===== src/rtl/pcm_mp_pkg.sv =====
package pcm_mp_pkg;

  // True when a bit slot carries one of the data bits (slots 1..w).
  function automatic bit word_slot(input int unsigned slot, input int unsigned w);
    return (slot >= 1) && (slot <= w);
  endfunction

  // Data bit index carried by a slot, MSB first: slot 1 -> w-1, slot w -> 0.
  function automatic int unsigned msb_index(input int unsigned slot, input int unsigned w);
    return w - slot;
  endfunction

endpackage


===== src/rtl/pcm_mp_timebase.sv =====
module pcm_mp_timebase #(
  parameter  int CLK_DIV = 4,
  parameter  int SLOTS   = 256,
  parameter  int WORD_W  = 8,
  localparam int PHW     = $clog2(CLK_DIV),
  localparam int SLW     = $clog2(SLOTS)
) (
  input  logic           clk,
  input  logic           rst_n,
  output logic           sclk,
  output logic           frame_start,
  output logic           smp_evt,
  output logic           in_word,
  output logic           last_bit,
  output logic           slot0,
  output logic [SLW-1:0] slot
);
  localparam int HALF = CLK_DIV / 2;
  localparam logic [PHW-1:0] PH_LAST = PHW'(CLK_DIV - 1);
  localparam logic [SLW-1:0] SL_LAST = SLW'(SLOTS - 1);

  logic [PHW-1:0] ph_q;
  logic [SLW-1:0] slot_q;
  logic           ph_wrap;

  assign ph_wrap = (ph_q == PH_LAST);

  // Reset parks the counters on the last phase of the last slot, so the
  // first edge after release opens slot 0 with a rising bit clock.
  always_ff @(posedge clk or negedge rst_n) begin
    if (!rst_n) begin
      ph_q   <= PH_LAST;
      slot_q <= SL_LAST;
    end else if (ph_wrap) begin
      ph_q   <= '0;
      slot_q <= (slot_q == SL_LAST) ? '0 : slot_q + 1'b1;
    end else begin
      ph_q   <= ph_q + 1'b1;
    end
  end

  assign sclk        = (ph_q < PHW'(HALF)) && rst_n;
  assign frame_start = (slot_q == '0) && (ph_q == '0) && rst_n;
  assign smp_evt     = (ph_q == PHW'(HALF - 1));
  assign in_word     = pcm_mp_pkg::word_slot(32'(slot_q), WORD_W) && rst_n;
  assign last_bit    = (slot_q == SLW'(WORD_W));
  assign slot0       = (slot_q == '0) && rst_n;
  assign slot        = slot_q;

  p_rise_after_wrap_r1: assert property (@(posedge clk) disable iff (!rst_n)
    $rose(sclk) |-> ($past(ph_q) == PH_LAST));

  p_fall_at_half_r1: assert property (@(posedge clk) disable iff (!rst_n)
    $fell(sclk) |-> ($past(ph_q) == PHW'(HALF - 1)));

  p_frame_on_rise_r2: assert property (@(posedge clk) disable iff (!rst_n)
    frame_start |-> $rose(sclk));

endmodule


===== src/rtl/pcm_mp_tx.sv =====
module pcm_mp_tx #(
  parameter int WORD_W = 8,
  parameter int SLW    = 8
) (
  input  logic              clk,
  input  logic              rst_n,
  input  logic              frame_start,
  input  logic              in_word,
  input  logic [SLW-1:0]    slot,
  input  logic [WORD_W-1:0] tx_byte,
  output logic              sdo,
  output logic              sdo_oe
);
  localparam int IDXW = (WORD_W > 1) ? $clog2(WORD_W) : 1;

  logic [WORD_W-1:0] tx_hold;
  logic [IDXW-1:0]   idx;

  always_ff @(posedge clk or negedge rst_n) begin
    if (!rst_n)           tx_hold <= '0;
    else if (frame_start) tx_hold <= tx_byte;
  end

  assign idx    = IDXW'(pcm_mp_pkg::msb_index(32'(slot), WORD_W));
  assign sdo    = in_word & tx_hold[idx];
  assign sdo_oe = in_word;

  p_hold_frame_r6: assert property (@(posedge clk) disable iff (!rst_n)
    !$past(frame_start) |-> $stable(tx_hold));

  p_sdo_on_slot_r5: assert property (@(posedge clk) disable iff (!rst_n)
    !$stable(sdo) |-> !$stable(slot));

endmodule


===== src/rtl/pcm_mp_rx.sv =====
module pcm_mp_rx #(
  parameter int WORD_W = 8
) (
  input  logic              clk,
  input  logic              rst_n,
  input  logic              smp_evt,
  input  logic              in_word,
  input  logic              last_bit,
  input  logic              sdi,
  output logic [WORD_W-1:0] rx_byte,
  output logic              rx_valid
);
  logic [WORD_W-2:0] shreg;
  logic [WORD_W-1:0] shifted;

  assign shifted = {shreg, sdi};

  always_ff @(posedge clk or negedge rst_n) begin
    if (!rst_n) begin
      shreg    <= '0;
      rx_byte  <= '0;
      rx_valid <= 1'b0;
    end else begin
      rx_valid <= 1'b0;
      if (smp_evt && in_word) begin
        shreg <= shifted[WORD_W-2:0];
        if (last_bit) begin
          rx_byte  <= shifted;
          rx_valid <= 1'b1;
        end
      end
    end
  end

  p_valid_single_r8: assert property (@(posedge clk) disable iff (!rst_n)
    rx_valid |=> !rx_valid);

  p_byte_hold_r8: assert property (@(posedge clk) disable iff (!rst_n)
    !rx_valid |-> $stable(rx_byte));

endmodule


===== src/rtl/pcm_master_port.sv =====
module pcm_master_port #(
  parameter int CLK_DIV = 4,
  parameter int SLOTS   = 256,
  parameter int WORD_W  = 8
) (
  input  logic              clk,
  input  logic              rst_n,
  input  logic              long_frame,
  input  logic              sdi,
  input  logic [WORD_W-1:0] tx_byte,
  output logic              sclk,
  output logic              fsync,
  output logic              sdo,
  output logic              sdo_oe,
  output logic              tx_take,
  output logic [WORD_W-1:0] rx_byte,
  output logic              rx_valid
);
  localparam int SLW = $clog2(SLOTS);

  logic           frame_start;
  logic           smp_evt;
  logic           in_word;
  logic           last_bit;
  logic           slot0;
  logic [SLW-1:0] slot;

  pcm_mp_timebase #(.CLK_DIV(CLK_DIV), .SLOTS(SLOTS), .WORD_W(WORD_W)) tb_i (
    .clk(clk), .rst_n(rst_n), .sclk(sclk), .frame_start(frame_start),
    .smp_evt(smp_evt), .in_word(in_word), .last_bit(last_bit),
    .slot0(slot0), .slot(slot)
  );

  pcm_mp_tx #(.WORD_W(WORD_W), .SLW(SLW)) tx_i (
    .clk(clk), .rst_n(rst_n), .frame_start(frame_start), .in_word(in_word),
    .slot(slot), .tx_byte(tx_byte), .sdo(sdo), .sdo_oe(sdo_oe)
  );

  pcm_mp_rx #(.WORD_W(WORD_W)) rx_i (
    .clk(clk), .rst_n(rst_n), .smp_evt(smp_evt), .in_word(in_word),
    .last_bit(last_bit), .sdi(sdi), .rx_byte(rx_byte), .rx_valid(rx_valid)
  );

  // Framing: one-slot pulse before the word, or a pulse covering the word.
  assign fsync   = long_frame ? in_word : slot0;
  assign tx_take = frame_start;

  p_sync_on_rise_r3: assert property (@(posedge clk) disable iff (!rst_n)
    $rose(fsync) |-> $rose(sclk));

  p_short_apart_r3: assert property (@(posedge clk) disable iff (!rst_n)
    !long_frame |-> !(fsync && sdo_oe));

  p_long_end_r4: assert property (@(posedge clk) disable iff (!rst_n)
    (long_frame && $fell(fsync)) |-> $rose(sclk));

  p_long_covers_word_r4: assert property (@(posedge clk) disable iff (!rst_n)
    long_frame |-> (fsync == sdo_oe));

endmodule


===== config.mk =====
export PLATFORM = sky130hd
export DESIGN_NAME = pcm_master_port
export DESIGN_NICKNAME = d
export VERILOG_FILES = /design/src/rtl/pcm_mp_pkg.sv /design/src/rtl/pcm_mp_timebase.sv /design/src/rtl/pcm_mp_tx.sv /design/src/rtl/pcm_mp_rx.sv /design/src/rtl/pcm_master_port.sv
export SDC_FILE = /design/constraint.sdc
export NUM_CORES = 1
export LEC_CHECK = 0
export CAP_MARGIN = 20
export CELL_PAD_IN_SITES_DETAIL_PLACEMENT = 0
export CELL_PAD_IN_SITES_GLOBAL_PLACEMENT = 1
export CORE_MARGIN = 10
export CORE_UTILIZATION = 30
export CTS_BUF_LIST = sky130_fd_sc_hd__clkbuf_4
export CTS_CLUSTER_DIAMETER = 60
export DETAILED_ROUTE_END_ITERATION = 8
export GPL_TIMING_DRIVEN = 0
export PLACE_DENSITY = 0.56
export RECOVER_POWER = 25
export SLEW_MARGIN = 20
export SYNTH_ARGS = -nofsm -noshare
export SYNTH_HDL_FRONTEND = slang
export SYNTH_SLANG_ARGS = --single-unit

===== constraint.sdc =====
create_clock -name clk -period 5.8 [get_ports clk]
set_input_delay 0.87 -clock clk [delete_from_list [all_inputs] [get_ports clk]]
set_output_delay 0.87 -clock clk [all_outputs]
set_load 0.01 [all_outputs]

==> qor.yml, run 1 <==
wl_um: 3130
synthSimpleGateAreaFrac: 0.119
fp.dieW_um: 93.2
ys_types: 36
cp_max_fo: 13
synth_top_family_by_area: "multiplexers"
fill_cells: 523
maxSlewViolCount: 0
synth-seq-cells: 34
diodes: 0
finalSetupViolCount: 0
yosysMostFrequentCell: "dfrtp_1"
crit_slowest_cell: "clkdlybuf4s50_1"
cts_buffers: 5
syn_nets: 140
rsz0062_at_grt: "no"
clk_latency_ns: 0.34
irDropWorstVdd_mv: 0.117
grt_pass1_wl_um: 5240
syn_to_final_growth_pct: 26.0
postPlaceCellArea_mm2: 0.00197
synth_area_leaders: "dfrtp_1 37%, dfstp_2 16%, mux2_2 16%"
clockRootBuffer: "clkbuf_4"
viasPerCell: 4.51
place_congestion: 0.736
layout.cells.non_filler: 226
die_h_um: 93.2
skew_ns: 0.00829
relSlewSlack: 0.184
wl_per_cell_um: 13.8
hold_violations: 0
p_total_uw: 471
vias: 1020
post-cts-setup-buffers: 0
cts.reportedPaths.clkPinSlew_ns: 0.11
start_util: 0.313
netlist_area_mm2: 0.00161
synth_common_cells: "24 x dfrtp_1, 23 x mux2_2, 10 x dfstp_2"
die_area_mm2: 0.00869
crit_arrival_ns: 3.41
clockBufferDepth: 2
hold_buffers: 0
drt_iter0_markers: 51
leakage_uw: 0.000826
critPathBufInv: 2
fp.coreArea_mm2: 0.00514
muxShareOfSynthArea: 0.189
cts_tree: "yes"
hold_class: "reg2reg"
synthAdderAreaFrac: 0.0529
synth-async-reset-ratio: 1.00
cts_resized: 0
grt_pass1_vias: 1074
synth_edf_count: 0
synth_top_cell_area_share: 0.374
portBuffers: 25
syn_inst: 122
start_kind: "input pin"
fmax_ghz: 0.234
hpwl_um: 2400
endpoint_kind: "primary output"
yosys.area.top_type: "dfrtp_1"
path_class: "in2out"
worst_ep_required_time_ns: 4.93
synth_xor_area_frac: 0.0218
drtPass1Iterations: 4
final_core_utilization: 0.394
row_count: 26
crit_path_max_incr_delay_ns: 0.65
htree_levels: 2
layout-drive-gt1-share: 0.327
tightest_slew_ns: 1.22
place_inst: 218
syn_avg_cell_area_um2: 13.2
grt_overflow: 0
yosys_warnings: 0
ys.flop_type: "dfrtp_1"
drv_cap: 0
clkSinkCount: 34
route.detailed.drc: 0
post-route-period-util: 0.738
antenna_found_initial: 0
fin_area_mm2: 0.00203
postRouteAntennaNets: 0
status: "finished clean"
grt_max_degree: 25
crit_chain: "clkbuf_1, or4b_4, or2_4, nor4_4, clkdlybuf4s50_1"
yosysSeqAreaShare: 0.537
num-nets-final: 173
setup_tns_ns: 0
cpLargestDelayFamily: "simple AND/OR/NAND/NOR gates"
io_pins: 26
min_period_ns: 4.28
track_usage: 0.0777
synth_compound_area_frac: 0.0560
power.density_mw_per_mm2: 233
-- cells by family after synthesis --
| family | after synthesis |
|---|---|
| AO/OA/AOI/OAI | 12 |
| flip-flops | 34 |
| multiplexers | 25 |
| buffers and inverters | 10 |
| adder cells (fa/ha/maj) | 7 |
| XOR/XNOR | 4 |
| AND/OR/NAND/NOR | 30 |
-- cells in the final DEF, fill, tap and decap left out, types with 2 or more instances in the layout --
master,Yosys,routed
clkbuf_4,0,5
dfstp_2,10,10
dfrtp_1,24,24
a21oi_1,2,2
clkdlybuf4s50_1,0,24
clkinvlp_4,0,2
nor2_1,4,4
nand2_1,8,8
nand3_1,2,2
nand4_1,3,3
o21ai_0,3,3
mux2_2,23,23
ha_1,6,6
inv_1,7,7
clkbuf_1,2,4
nor3_1,2,2
xnor2_1,3,3
mux4_2,2,2
-- flip-flops by register name, summed over array words and instances (netlist names) --
signal         flops
rx_i.rx_byte       8
tb_i.slot          8
tx_i.tx_hold       8
rx_i.shreg         7
tb_i.ph_q          2
rx_i.rx_valid      1
-- power breakdown --
part,switching [µW],leakage [µW],internal [µW]
combinational,13.7,0.000377,24.2
sequential,7.36,0.000412,250
clock,85.2,0.0000374,90.4
total,106,0.000826,365
-- through the flow --
| step | hold slack, ns | worst slack [ns] |
|---|---|---|
| 2_1_floorplan | 0.474 | 2.78 |
| 3_3_place_gp | 0.485 | 0.344 |
| 3_5_place_dp | 0.491 | 1.71 |
| 4_1_cts | 0.413 | 1.71 |
| 5_1_grt | 0.530 | 1.29 |
| 6_report | 0.514 | 1.52 |
-- worst reg2reg max path, stage by stage, from the launching register on --
cell and delay, ns:
dfstp_2 0.64, inv_1 0.09, ha_1 0.25, nor4b_1 0.17
a2111oi_2 0.61, nand2_2 0.26, mux2_2 0.33
-- cell type report --
| class | instances | area, µm² | area share |
|---|---|---|---|
| plain buffers | 3 | 12.5 | 0.00618 |
| clock buffers | 5 | 37.5 | 0.0185 |
| clock inverters | 3 | 45.0 | 0.0222 |
| inverters | 7 | 26.3 | 0.0130 |
| multi-input cells | 78 | 706 | 0.348 |
| flip-flops and latches | 34 | 863 | 0.426 |
| well taps | 70 | 87.6 | 0.0432 |
| repair buffers | 26 | 248 | 0.122 |
-- layer usage --
metal	wire [µm]	GRT usage	up-vias	part of all wire
met2	1460	0.121	22	0.47
met4	20	0.0308	0	0.0064
li1	-	-	501	-
met5	0	0	-	0
met1	1450	0.0879	495	0.46
met3	197	0.0408	2	0.063
-- final timing paths --
kind	from	to	slack, ns	cells after the start
worst min-delay path	rx_i.shreg[6]$_DFFE_PN0P_	rx_i.shreg[6]$_DFFE_PN0P_	0.51	1
worst max-delay path	rst_n	tx_take	1.52	5
worst max register to register	tb_i.slot[0]$_DFFE_PN1P_	rx_i.shreg[3]$_DFFE_PN0P_	3.36	6
min in group asynchronous	rst_n	tx_i.tx_hold[4]$_DFFE_PN0P_	0.53	1
max in group asynchronous	rst_n	rx_i.rx_byte[1]$_DFFE_PN0P_	3.72	2
worst min register to register	rx_i.shreg[6]$_DFFE_PN0P_	rx_i.shreg[6]$_DFFE_PN0P_	0.51	1
Power figures use the tool's default switching activity.
==> inputs of run 2 (changes only) <==
- PLACE_DENSITY: 0.56 -> 0.58
- clock period: 5.8 -> 3.49 ns (I/O delays scaled with it)
==> run 2 against run 1 <==
Global-route usage is 0.61 points higher. First-iteration DRC count down 31%. Cell area is 0.37% lower. Sequential share of layout area grew 0.16 points.
==> qor.yml, run 2 (same netlist as run 1, synthesis figures left out) <==
die_h_um: 93.2  # unchanged
r2r-start: "tb_i.slot[0]$_DFFE_PN1P_"  # unchanged
hpwl_um: 2510  # was 2400 µm
top_usage_layer: "met2"  # unchanged
wl_per_cell_um: 14.2  # was 13.8 µm
postPlaceCellArea_mm2: 0.00197  # unchanged
place_congestion: 0.697  # was 0.736
p_sw_frac: 0.242  # was 0.225
fmax_ghz: 0.314
hold_violations: 0  # unchanged
pwr-share-clk: 0.299  # was 0.373
cp_max_fo: 7  # was 13
status: "finished clean"  # unchanged
clockBufferDepth: 2  # unchanged
clockRootBuffer: "clkbuf_4"  # unchanged
rsz0062_at_grt: "no"  # unchanged
layout-drive-gt1-share: 0.331  # was 0.327
cts_tree: "yes"  # unchanged
clk_latency_ns: 0.33  # was 0.34 ns
diodes: 0  # unchanged
reg2reg_depth: 6  # unchanged
path_class: "reg2out"  # was in2out
postRouteAntennaNets: 0  # unchanged
post-route-period-util: 0.913
intPower_uw: 532  # was 365 µW
pwr-share-comb: 0.091  # was 0.080
crit_chain: "inv_1, ha_1, nor4b_1, a2111oi_4, nand3_1, nand2_1, clkdlybuf4s50_1"  # was clkbuf_1, or4b_4, or2_4, nor4_4, clkdlybuf4s50_1
row_count: 26  # unchanged
gr-usage-met1: 0.0934  # was 0.0879
irDropWorstVdd_mv: 0.177  # was 0.117 mV
grtUsageMet3: 0.0448  # was 0.0408
layout_common_cells: "24 x clkdlybuf4s50_1, 24 x dfrtp_1, 23 x mux2_2"  # unchanged
portBuffers: 25  # unchanged
drt_iter0_markers: 35  # was 51
hold_class: "in2async"  # was reg2reg
hold_buffers: 0  # unchanged
track_usage: 0.0837  # was 0.0777
crit_arrival_ns: 2.66  # was 3.41 ns
start_kind: "flip-flop"  # was input pin
grt_max_degree: 20  # was 25
leakage_uw: 0.000826  # about the same
start_util: 0.313  # unchanged
fp.dieW_um: 93.2  # unchanged
htree_levels: 2  # unchanged
crit_slowest_cell: "dfstp_2"  # was clkdlybuf4s50_1
skew_ns: 0.00534  # was 0.00829 ns
clkSinkCount: 34  # unchanged
seqPwrFrac: 0.611  # was 0.547
crit_path_max_incr_delay_ns: 0.64  # was 0.65 ns
syn_to_final_growth_pct: 25.5  # was 26.0%
io_pins: 26  # unchanged
p_total_uw: 702  # was 471 µW
largestRegisters: "rx_i.rx_byte: 8 flops, tb_i.slot: 8 flops, tx_i.tx_hold: 8 flops"  # unchanged
grt_pass1_wl_um: 5780  # was 5240 µm
route.detailed.drc: 0  # unchanged
wl_um: 3220  # was 3130 µm
reg2reg_to: "rx_i.shreg[2]$_DFFE_PN0P_"  # was rx_i.shreg[3]$_DFFE_PN0P_
cts.reportedPaths.clkPinSlew_ns: 0.10  # was 0.11 ns
drtPass1Iterations: 4  # unchanged
antenna_found_initial: 0  # unchanged
endpoint_kind: "primary output"  # unchanged
grt_overflow: 0  # unchanged
finalSetupViolCount: 0  # unchanged
drv_cap: 0  # unchanged
die_area_mm2: 0.00869  # unchanged
grt_pass1_vias: 1162  # was 1,074
switching_power_uw: 170  # was 106 µW
final_core_utilization: 0.393  # was 0.394
grt_use_met2: 0.136  # was 0.121
fin_area_mm2: 0.00202  # was 0.00203 mm²
regToRegSetupSlack_ns: 1.27  # was 3.36 ns
maxSlewViolCount: 0  # unchanged
viasPerCell: 4.62  # was 4.51
fp.coreArea_mm2: 0.00514  # unchanged
min_period_ns: 3.19
relSlewSlack: 0.341  # was 0.184
num-nets-final: 174  # was 173
worst_ep_required_time_ns: 2.97  # was 4.93 ns
power.density_mw_per_mm2: 348  # was 233 mW/mm²
vias: 1048  # was 1,020
cts_buffers: 5  # unchanged
tightest_slew_ns: 0.989  # was 1.22 ns
==> run 2: cell type report <==
| class | instances | area (µm²) |
|---|---|---|
| Buffer | 3 | 12.5 |
| Inverter | 7 | 26.3 |
| Timing Repair Buffer | 27 | 256 |
| Sequential cell | 34 | 863 |
| Multi-Input combinational cell | 78 | 718 |
| Fill cell | 526 | 3120 |
| Clock inverter | 3 | 16.3 |
| Tap cell | 70 | 87.6 |
| Clock buffer | 5 | 37.5 |
==> run 2: through the flow <==
step	setup slack [ns]	hold WS, ns	cells	TNS [ns]
after floorplan	1.07	0.228	122	0
after global placement	-1.26	0.487	217	-17.02
after detailed placement	-0.00187	0.491	218	-0.00187
after CTS	0.0169	0.119	227	0
after global routing	0.127	0.0950	227	0
final	0.304	0.0964	227	0
==> run 2: critical path, delay by kind of cell, from the launching register on <==
kind	cells	cell delay (ns)
flip-flops	1	0.64
buffers and inverters	2	0.63
AO/OA/AOI/OAI	1	0.43
AND/OR/NAND/NOR	3	0.38
adder cells (fa/ha/maj)	1	0.24
==> run 2: how the worst max path moves through the flow <==
stage,depth (start not counted),slack (ns),start,endpoint
after floorplan,6,1.07,tb_i.slot[0]$_DFFE_PN1P_,sdo
after global placement,5,-1.26,rst_n,tx_take
after detailed placement,5,-0.002,rst_n,tx_take
after CTS,7,0.02,tb_i.slot[0]$_DFFE_PN1P_,sdo
after global routing,7,0.13,tb_i.slot[0]$_DFFE_PN1P_,sdo
final,7,0.30,tb_i.slot[0]$_DFFE_PN1P_,sdo
==> run 2: power groups by stage <==
stage | clock network, µW | registers, µW | logic (µW)
5_1_grt | 245 | 433 | 70.6
3_3_place_gp | 0 | 435 | 64.1
4_1_cts | 222 | 429 | 69.1
2_1_floorplan | 0 | 435 | 25.6
3_5_place_dp | 0 | 436 | 68.5
6_report | 210 | 429 | 63.7
==> run 2: repair_timing <==
action / CTS / global route
cloned: 0 / 0
pin swaps: 1 / 1
resized for setup: 0 / 1
endpoints found under the setup margin: 1 / 1
setup buffers: 1 / 0
==> run 2: routing by layer <==
| layer | vias to the layer above | part of all wire |
|---|---|---|
| li1 | 504 | - |
| met1 | 520 | 0.42 |
| met2 | 19 | 0.49 |
| met3 | 5 | 0.076 |
| met4 | 0 | 0.011 |
| met5 | - | 0 |
